--- config.mk ---
export PLATFORM = sky130hd
export DESIGN_NAME = wcommit_buf
export DESIGN_NICKNAME = d
export VERILOG_FILES = /design/src/rtl/wcb_pkg.sv /design/src/rtl/wcb_decode.sv /design/src/rtl/wcb_trig_sel.sv /design/src/rtl/wcb_slot.sv /design/src/rtl/wcommit_buf.sv
export SDC_FILE = /design/constraint.sdc
export NUM_CORES = 1
export LEC_CHECK = 0
export BUFFER_PORTS_ARGS = -buffer_cell sky130_fd_sc_hd__buf_2
export CAP_MARGIN = 10
export CORE_MARGIN = 3
export CORE_UTILIZATION = 63
export CTS_CLUSTER_DIAMETER = 60
export CTS_CLUSTER_SIZE = 20
export DETAILED_ROUTE_END_ITERATION = 12
export PLACE_DENSITY = 0.93
export RECOVER_POWER = 100
export SKIP_LAST_GASP = 1
export SYNTH_ARGS = -nofsm -noshare
export SYNTH_HDL_FRONTEND = slang
export SYNTH_SLANG_ARGS = --single-unit
--- constraint.sdc ---
create_clock -name clk -period 3.4 [get_ports clk]
set_input_delay 0.17 -clock clk [delete_from_list [all_inputs] [get_ports clk]]
set_output_delay 0.17 -clock clk [all_outputs]
set_load 0.01 [all_outputs]
--- src/rtl/wcb_pkg.sv ---
package wcb_pkg;

    typedef enum logic {
        ST_IDLE = 1'b0,
        ST_PEND = 1'b1
    } wcb_state_e;

    localparam int TK_SELF = 0;
    localparam int TK_PEER = 1;
    localparam int TK_EXT  = 2;

endpackage

--- src/rtl/wcb_decode.sv ---
module wcb_decode #(
    parameter int NREG   = 6,
    parameter int SUBW   = 2,
    parameter int BUS_W  = 16,
    parameter int AW     = 4,
    parameter int SUBW_W = 1,
    localparam int SW    = BUS_W / 8
) (
    input  logic              clk,
    input  logic              rst_n,
    input  logic              wr_en,
    input  logic [AW-1:0]     wr_addr,
    input  logic [SW-1:0]     wr_strb,
    output logic [NREG-1:0]   hit,
    output logic [NREG-1:0]   top_hit,
    output logic [SUBW_W-1:0] sub,
    output logic [BUS_W-1:0]  bmask
);
    localparam int unsigned SUBW_U = SUBW;
    localparam int unsigned LIMIT  = NREG * SUBW;

    logic [31:0] addr_w;
    logic [31:0] reg_idx;
    logic        in_range;

    always_comb begin
        addr_w   = 32'(wr_addr);
        in_range = wr_en && (addr_w < LIMIT);
        reg_idx  = addr_w / SUBW_U;
        sub      = SUBW_W'(addr_w % SUBW_U);
        for (int i = 0; i < NREG; i++) begin
            hit[i]     = in_range && (reg_idx == 32'(i));
            top_hit[i] = hit[i] && (32'(sub) == SUBW_U - 1);
        end
    end

    genvar b;
    generate
        for (b = 0; b < SW; b++) begin : g_bmask
            assign bmask[8*b +: 8] = {8{wr_strb[b]}};
        end
    endgenerate

    assert_onehot_hit_R11: assert property (@(posedge clk) disable iff (!rst_n)
        $onehot0(hit));
    assert_top_in_hit_R11: assert property (@(posedge clk) disable iff (!rst_n)
        (top_hit & ~hit) == '0);

endmodule

--- src/rtl/wcb_trig_sel.sv ---
module wcb_trig_sel #(
    parameter int NREG = 6,
    parameter int NEXT = 2,
    parameter int KIND = 0,
    parameter int IDX  = 0,
    parameter int OWN  = 0,
    parameter logic [NEXT-1:0] EXT_LOW = '0
) (
    input  logic [NREG-1:0] top_hit,
    input  logic [NEXT-1:0] ext_trig,
    output logic            trig
);
    import wcb_pkg::*;

    localparam int SRC = (KIND == TK_SELF) ? OWN : IDX;
    localparam logic [NREG-1:0] HIT_SEL = NREG'(1) << SRC;
    localparam logic [NEXT-1:0] EXT_SEL = NEXT'(1) << IDX;

    logic hit_term;
    logic ext_term;

    assign hit_term = |(top_hit & HIT_SEL);
    assign ext_term = |((ext_trig ^ EXT_LOW) & EXT_SEL);

    generate
        if (KIND == TK_EXT) begin : g_ext
            assign trig = ext_term;
        end else begin : g_hit
            assign trig = hit_term;
        end
    endgenerate

endmodule

--- src/rtl/wcb_slot.sv ---
module wcb_slot #(
    parameter int REG_W  = 32,
    parameter int BUS_W  = 16,
    parameter int SUBW_W = 1,
    parameter int SELF   = 1,
    parameter logic [REG_W-1:0] FIELD_RST = '0
) (
    input  logic              clk,
    input  logic              rst_n,
    input  logic              wr_hit,
    input  logic [SUBW_W-1:0] wr_sub,
    input  logic [BUS_W-1:0]  wr_data,
    input  logic [BUS_W-1:0]  wr_bmask,
    input  logic              trig,
    output logic [REG_W-1:0]  fld_o,
    output logic              commit_o
);
    import wcb_pkg::*;

    wcb_state_e       state_q, state_d;
    logic [REG_W-1:0] buf_data_q, buf_mask_q;
    logic [REG_W-1:0] buf_data_d, buf_mask_d;
    logic [REG_W-1:0] fld_q, fld_d;
    logic [REG_W-1:0] inc_data, inc_mask;
    logic [REG_W-1:0] mrg_data, mrg_mask;
    logic [REG_W-1:0] cm_data, cm_mask;
    logic             wr_any;
    logic             take_new;
    logic             commit;

    // place the incoming bus word at its sub-word position
    always_comb begin
        inc_data = '0;
        inc_mask = '0;
        if (wr_hit) begin
            inc_data[32'(wr_sub)*BUS_W +: BUS_W] = wr_data;
            inc_mask[32'(wr_sub)*BUS_W +: BUS_W] = wr_bmask;
        end
        wr_any   = wr_hit && (|wr_bmask);
        mrg_mask = buf_mask_q | inc_mask;
        mrg_data = (buf_data_q & ~inc_mask) | (inc_data & inc_mask);
    end

    generate
        if (SELF != 0) begin : g_self
            assign commit   = trig && ((state_q == ST_PEND) || wr_any);
            assign cm_data  = mrg_data;
            assign cm_mask  = mrg_mask;
            assign take_new = 1'b0;
        end else begin : g_other
            assign commit   = trig && (state_q == ST_PEND);
            assign cm_data  = buf_data_q;
            assign cm_mask  = buf_mask_q;
            assign take_new = wr_any;
        end
    endgenerate

    // next-state logic
    always_comb begin
        state_d = state_q;
        unique case (state_q)
            ST_IDLE: if (wr_any && !commit) state_d = ST_PEND;
            ST_PEND: if (commit)            state_d = take_new ? ST_PEND : ST_IDLE;
        endcase
    end

    // datapath outputs
    always_comb begin
        buf_data_d = buf_data_q;
        buf_mask_d = buf_mask_q;
        fld_d      = fld_q;
        if (commit) begin
            fld_d = (fld_q & ~cm_mask) | (cm_data & cm_mask);
            if (take_new) begin
                buf_data_d = inc_data & inc_mask;
                buf_mask_d = inc_mask;
            end else begin
                buf_data_d = '0;
                buf_mask_d = '0;
            end
        end else if (wr_any) begin
            buf_data_d = mrg_data;
            buf_mask_d = mrg_mask;
        end
    end

    always_ff @(posedge clk or negedge rst_n) begin
        if (!rst_n) state_q <= ST_IDLE;
        else        state_q <= state_d;
    end

    always_ff @(posedge clk or negedge rst_n) begin
        if (!rst_n) begin
            buf_data_q <= '0;
            buf_mask_q <= '0;
            fld_q      <= FIELD_RST;
        end else begin
            buf_data_q <= buf_data_d;
            buf_mask_q <= buf_mask_d;
            fld_q      <= fld_d;
        end
    end

    assign fld_o    = fld_q;
    assign commit_o = commit;

    assert_hold_R1: assert property (@(posedge clk) disable iff (!rst_n)
        !commit_o |=> $stable(fld_o));
    assert_idle_ignore_R5: assert property (@(posedge clk) disable iff (!rst_n)
        (state_q == ST_IDLE && !wr_any) |-> !commit_o);
    assert_keep_unmasked_R6: assert property (@(posedge clk) disable iff (!rst_n)
        commit_o |=> ((fld_o ^ $past(fld_o)) & ~$past(cm_mask)) == '0);
    assert_pend_set_R7: assert property (@(posedge clk) disable iff (!rst_n)
        (wr_any && !commit_o) |=> (state_q == ST_PEND));
    assert_restart_R9: assert property (@(posedge clk) disable iff (!rst_n)
        (commit_o && wr_any) |=> (state_q == ((SELF != 0) ? ST_IDLE : ST_PEND)));

endmodule

--- src/rtl/wcommit_buf.sv ---
module wcommit_buf #(
    parameter int NREG  = 6,
    parameter int REG_W = 32,
    parameter int BUS_W = 16,
    parameter int NEXT  = 2,
    parameter logic [2*NREG-1:0] TRIG_KIND = {2'd2, 2'd2, 2'd0, 2'd1, 2'd1, 2'd0},
    parameter logic [8*NREG-1:0] TRIG_IDX  = {8'd1, 8'd0, 8'd0, 8'd3, 8'd3, 8'd0},
    parameter logic [NEXT-1:0]   EXT_LOW   = 2'b10,
    parameter logic [REG_W-1:0]  FIELD_RST = 32'hA5A5_0000,
    localparam int SUBW   = REG_W / BUS_W,
    localparam int SUBW_W = (SUBW > 1) ? $clog2(SUBW) : 1,
    localparam int AW     = (NREG * SUBW > 1) ? $clog2(NREG * SUBW) : 1,
    localparam int SW     = BUS_W / 8
) (
    input  logic                  clk,
    input  logic                  rst_n,
    input  logic                  wr_en,
    input  logic [AW-1:0]         wr_addr,
    input  logic [BUS_W-1:0]      wr_data,
    input  logic [SW-1:0]         wr_strb,
    input  logic [NEXT-1:0]       ext_trig,
    output logic [NREG*REG_W-1:0] fld_o,
    output logic [NREG-1:0]       commit_o
);
    import wcb_pkg::*;

    logic [NREG-1:0]   hit;
    logic [NREG-1:0]   top_hit;
    logic [SUBW_W-1:0] sub;
    logic [BUS_W-1:0]  bmask;
    logic [NREG-1:0]   trig;

    wcb_decode #(
        .NREG(NREG), .SUBW(SUBW), .BUS_W(BUS_W), .AW(AW), .SUBW_W(SUBW_W)
    ) decode_i (
        .clk(clk), .rst_n(rst_n), .wr_en(wr_en), .wr_addr(wr_addr),
        .wr_strb(wr_strb), .hit(hit), .top_hit(top_hit), .sub(sub), .bmask(bmask)
    );

    genvar i;
    generate
        for (i = 0; i < NREG; i++) begin : g_reg
            localparam int KIND = int'(TRIG_KIND[2*i +: 2]);

            wcb_trig_sel #(
                .NREG(NREG), .NEXT(NEXT), .KIND(KIND),
                .IDX(int'(TRIG_IDX[8*i +: 8])), .OWN(i), .EXT_LOW(EXT_LOW)
            ) sel_i (
                .top_hit(top_hit), .ext_trig(ext_trig), .trig(trig[i])
            );

            wcb_slot #(
                .REG_W(REG_W), .BUS_W(BUS_W), .SUBW_W(SUBW_W),
                .SELF((KIND == TK_SELF) ? 1 : 0), .FIELD_RST(FIELD_RST)
            ) slot_i (
                .clk(clk), .rst_n(rst_n), .wr_hit(hit[i]), .wr_sub(sub),
                .wr_data(wr_data), .wr_bmask(bmask), .trig(trig[i]),
                .fld_o(fld_o[i*REG_W +: REG_W]), .commit_o(commit_o[i])
            );

            assert_commit_needs_trig_R8: assert property (@(posedge clk) disable iff (!rst_n)
                commit_o[i] |-> trig[i]);
        end
    endgenerate

endmodule

==> run_results.csv <==
group,metric,value,unit
outcome,outcome,"finished with violations",
final_layout,finalNetCount,2243,
final_layout,final_cells,2705,
final_layout,area_growth,10.8,%
routing,vias_per_cell,6.00,
timing,period_share,94.8,%
placement,gp_congestion,0.786,
floorplanning,die-area,38500,sq um
timing,clock-skew-final,0.0166,ns
worst_setup_path,crit_required,3.82,ns
synthesis,synth.distinct_cells,44,
worst_setup_path,cp-start-kind,"primary input",
global_route,grt_max_degree,115,
power,power,15.2,mW
final_layout,antennaDiodeCount,0,
timing,hold_viol,0,
timing,tns,0,ns
timing,drv_slew,104,
timing,slew_headroom,-84.7,%
global_route,grt_util_all_layers,29.7,%
routing,drtAntennaViolNets,0,
clock_tree,clk_path_buf_depth,3,
worst_setup_path,endpoint_kind,"register",
worst_setup_path,path_max_fanout,22,
clock_tree,htreeDepth,2,
floorplanning,floorplan.io_pins,225,
placement,place_area,24400,sq um
timing,finalSetupViolations,0,
floorplanning,row_count,69,
clock_tree,numCtsBuffers,38,
global_route,gr-total-overflow,0,
timing,rsz0062_at_grt,"false",
floorplanning,core_area,35700,sq um
synthesis,ys_seq_area_share,64.1,%
floorplanning,start_util,64.0,%
synthesis,synth_area,22800,sq um
synthesis,async_flop_share,100,%
worst_setup_path,worstPathArrival,3.64,ns
synthesis,synth_edf_count,0,
clock_tree,cts_setup_buffers,0,
floorplanning,dieWidth,196,um
synthesis,syn_inst,2042,
clock_tree,clkLatencyLatePin,0.53,ns
synthesis,synth-main-ff-cell,"dfrtp_1",
synthesis,ys_warn_count,0,
global_route,grt_pass1_wl,89900,um
routing,drc,0,
synthesis,syn_nets,2069,
power,ir_worst_vdd,0.000524,V
timing,worst_slew_pin_slew,2.77,ns
placement,io_buffers,224,
run,drv_cap,1,
placement,hpwl,36100,um
final_layout,final_layout_size_suffix_gt1_share,14.3,%
power,cellPowerDensity,602,nW/um^2
clock_tree,tritoncts,"yes",
final_layout,stdcell_area,25300,sq um
worst_setup_path,crit_type,"in -> reg",
routing,finalWirelength,57100,um
synthesis,ys_ff_latch,582,
routing,vias,16218,
clock_tree,cts_root_buffer,"clkbuf_16",
clock_tree,cts_sinks,582,
timing,max_freq,310,MHz
outcome,violations,"capacitance limit, slew limit",
routing,drtIter0Drc,1356,
synthesis,syn_avg_cell_area,11.2,sq um
clock_tree,clkTransAtPathRegs,0.08,ns
global_route,grt_pass1_vias,16330,
placement,dp.cells,2633,
routing,drtPass1Iterations,5,
power,p_leak,12.4,nW
routing,wl_per_cell,21.1,um
timing,period_needed,3.22,ns
global_route,grt_antenna_before_repair,1,
hold_path,min_path_type,"in -> reg",
floorplanning,die_h,196,um
## worst max-delay path, cell delays in order
cell and delay [ns]:
clkbuf_1 0.22, clkbuf_1 1.03, nand3b_1 0.38, nor3_1 0.34
clkbuf_1 0.77, mux2_2 0.43, mux2_1 0.29
## stage by stage
stage | hold WS (ns) | worst slack [ns] | utilization, %
floorplan | -0.126 | 1.43 | -
global placement | 0.278 | 0.544 | 68.4
detailed placement | 0.297 | 0.436 | 68.4
CTS | 0.0759 | 0.228 | 72.1
global route | 0.116 | 0.0241 | 70.9
finish | 0.104 | 0.178 | 70.9
## where the power goes
part / switching [mW] / internal, mW / leakage [nW]
Sequential: 0.651 / 8.01 / 7.53
Clock: 2.32 / 2.51 / 0.613
Combinational: 0.980 / 0.759 / 4.30
Total: 3.95 / 11.3 / 12.4
## per-layer routing
layer / part of all wire [%] / track usage (%)
met1: 39 / 41.0
met2: 48 / 46.9
met3: 8.8 / 6.17
met4: 4.6 / 12.1
met5: 0 / 0
## layout make-up
type                            count  area [sq um]
Sequential cell                   582         14600
Fill cell                        2428         10400
Multi-Input combinational cell   1310          7520
Timing Repair Buffer              276          1280
Clock buffer                       55          1090
Tap cell                          461           577
Clock inverter                     13           171
Inverter                            8          30.0
## final timing paths
path,startpoint,endpoint,slack [ns],cells past startpoint
setup / recovery,wr_strb[1],register,0.18,7
hold / removal,wr_addr[1],g_reg[0].slot_i.state_q$_DFF_PN0_,0.10,3
setup reg to reg,g_reg[3].slot_i.state_q$_DFF_PN0_,register,0.50,6
hold reg to reg,g_reg[4].slot_i.buf_mask_q[4]$_DFFE_PN0P_,g_reg[4].slot_i.buf_mask_q[4]$_DFFE_PN0P_,0.48,1
max in group asynchronous,rst_n,async pin,0.53,3
min in group asynchronous,rst_n,async pin,1.06,2
## Yosys cell counts, drive strengths merged, types with 16 or more instances
cell type | instances | area (sq um)
nor2 | 149 | 569
a32o | 16 | 160
nor4 | 16 | 100
o21ai | 187 | 958
dfrtp | 534 | 13400
clkbuf | 83 | 314
nor2b | 25 | 156
nand2 | 499 | 1870
dfstp | 48 | 1260
a21o | 144 | 1080
mux2 | 174 | 2010
a21oi | 44 | 220
buf | 59 | 314
## cell usage in the layout, fill, tap and decap left out, types with 10 or more instances in the layout
master       n
clkbuf_16   41
nor2_1     148
buf_2       52
mux2_2     140
clkbuf_1   203
clkbuf_2    10
a21o_1     144
o21ai_0    180
a32o_1      16
dfrtp_1    534
a21oi_1     44
nor4_1      16
dfstp_2     21
mux2_1      26
nor2b_1     25
buf_4       12
nand2_1    499
dfstp_1     27
## logic make-up (layout without fill, tap and decap cells)
group                  Yosys count  after routing  synth area share, %
flip-flops                     582            582                 64.1
AND/OR/NAND/NOR                725            725                 13.0
AO/OA/AOI/OAI                  409            409                 11.2
multiplexers                   176            176                 8.90
buffers and inverters          150            352                 2.88
## what timing repair did
item,CTS,global route
hold endpoints to repair,90,0
setup endpoints to repair,1,0
hold buffers,4,0
gates resized for setup,1,0
Note: power is estimated with default switching activity, not from simulation.
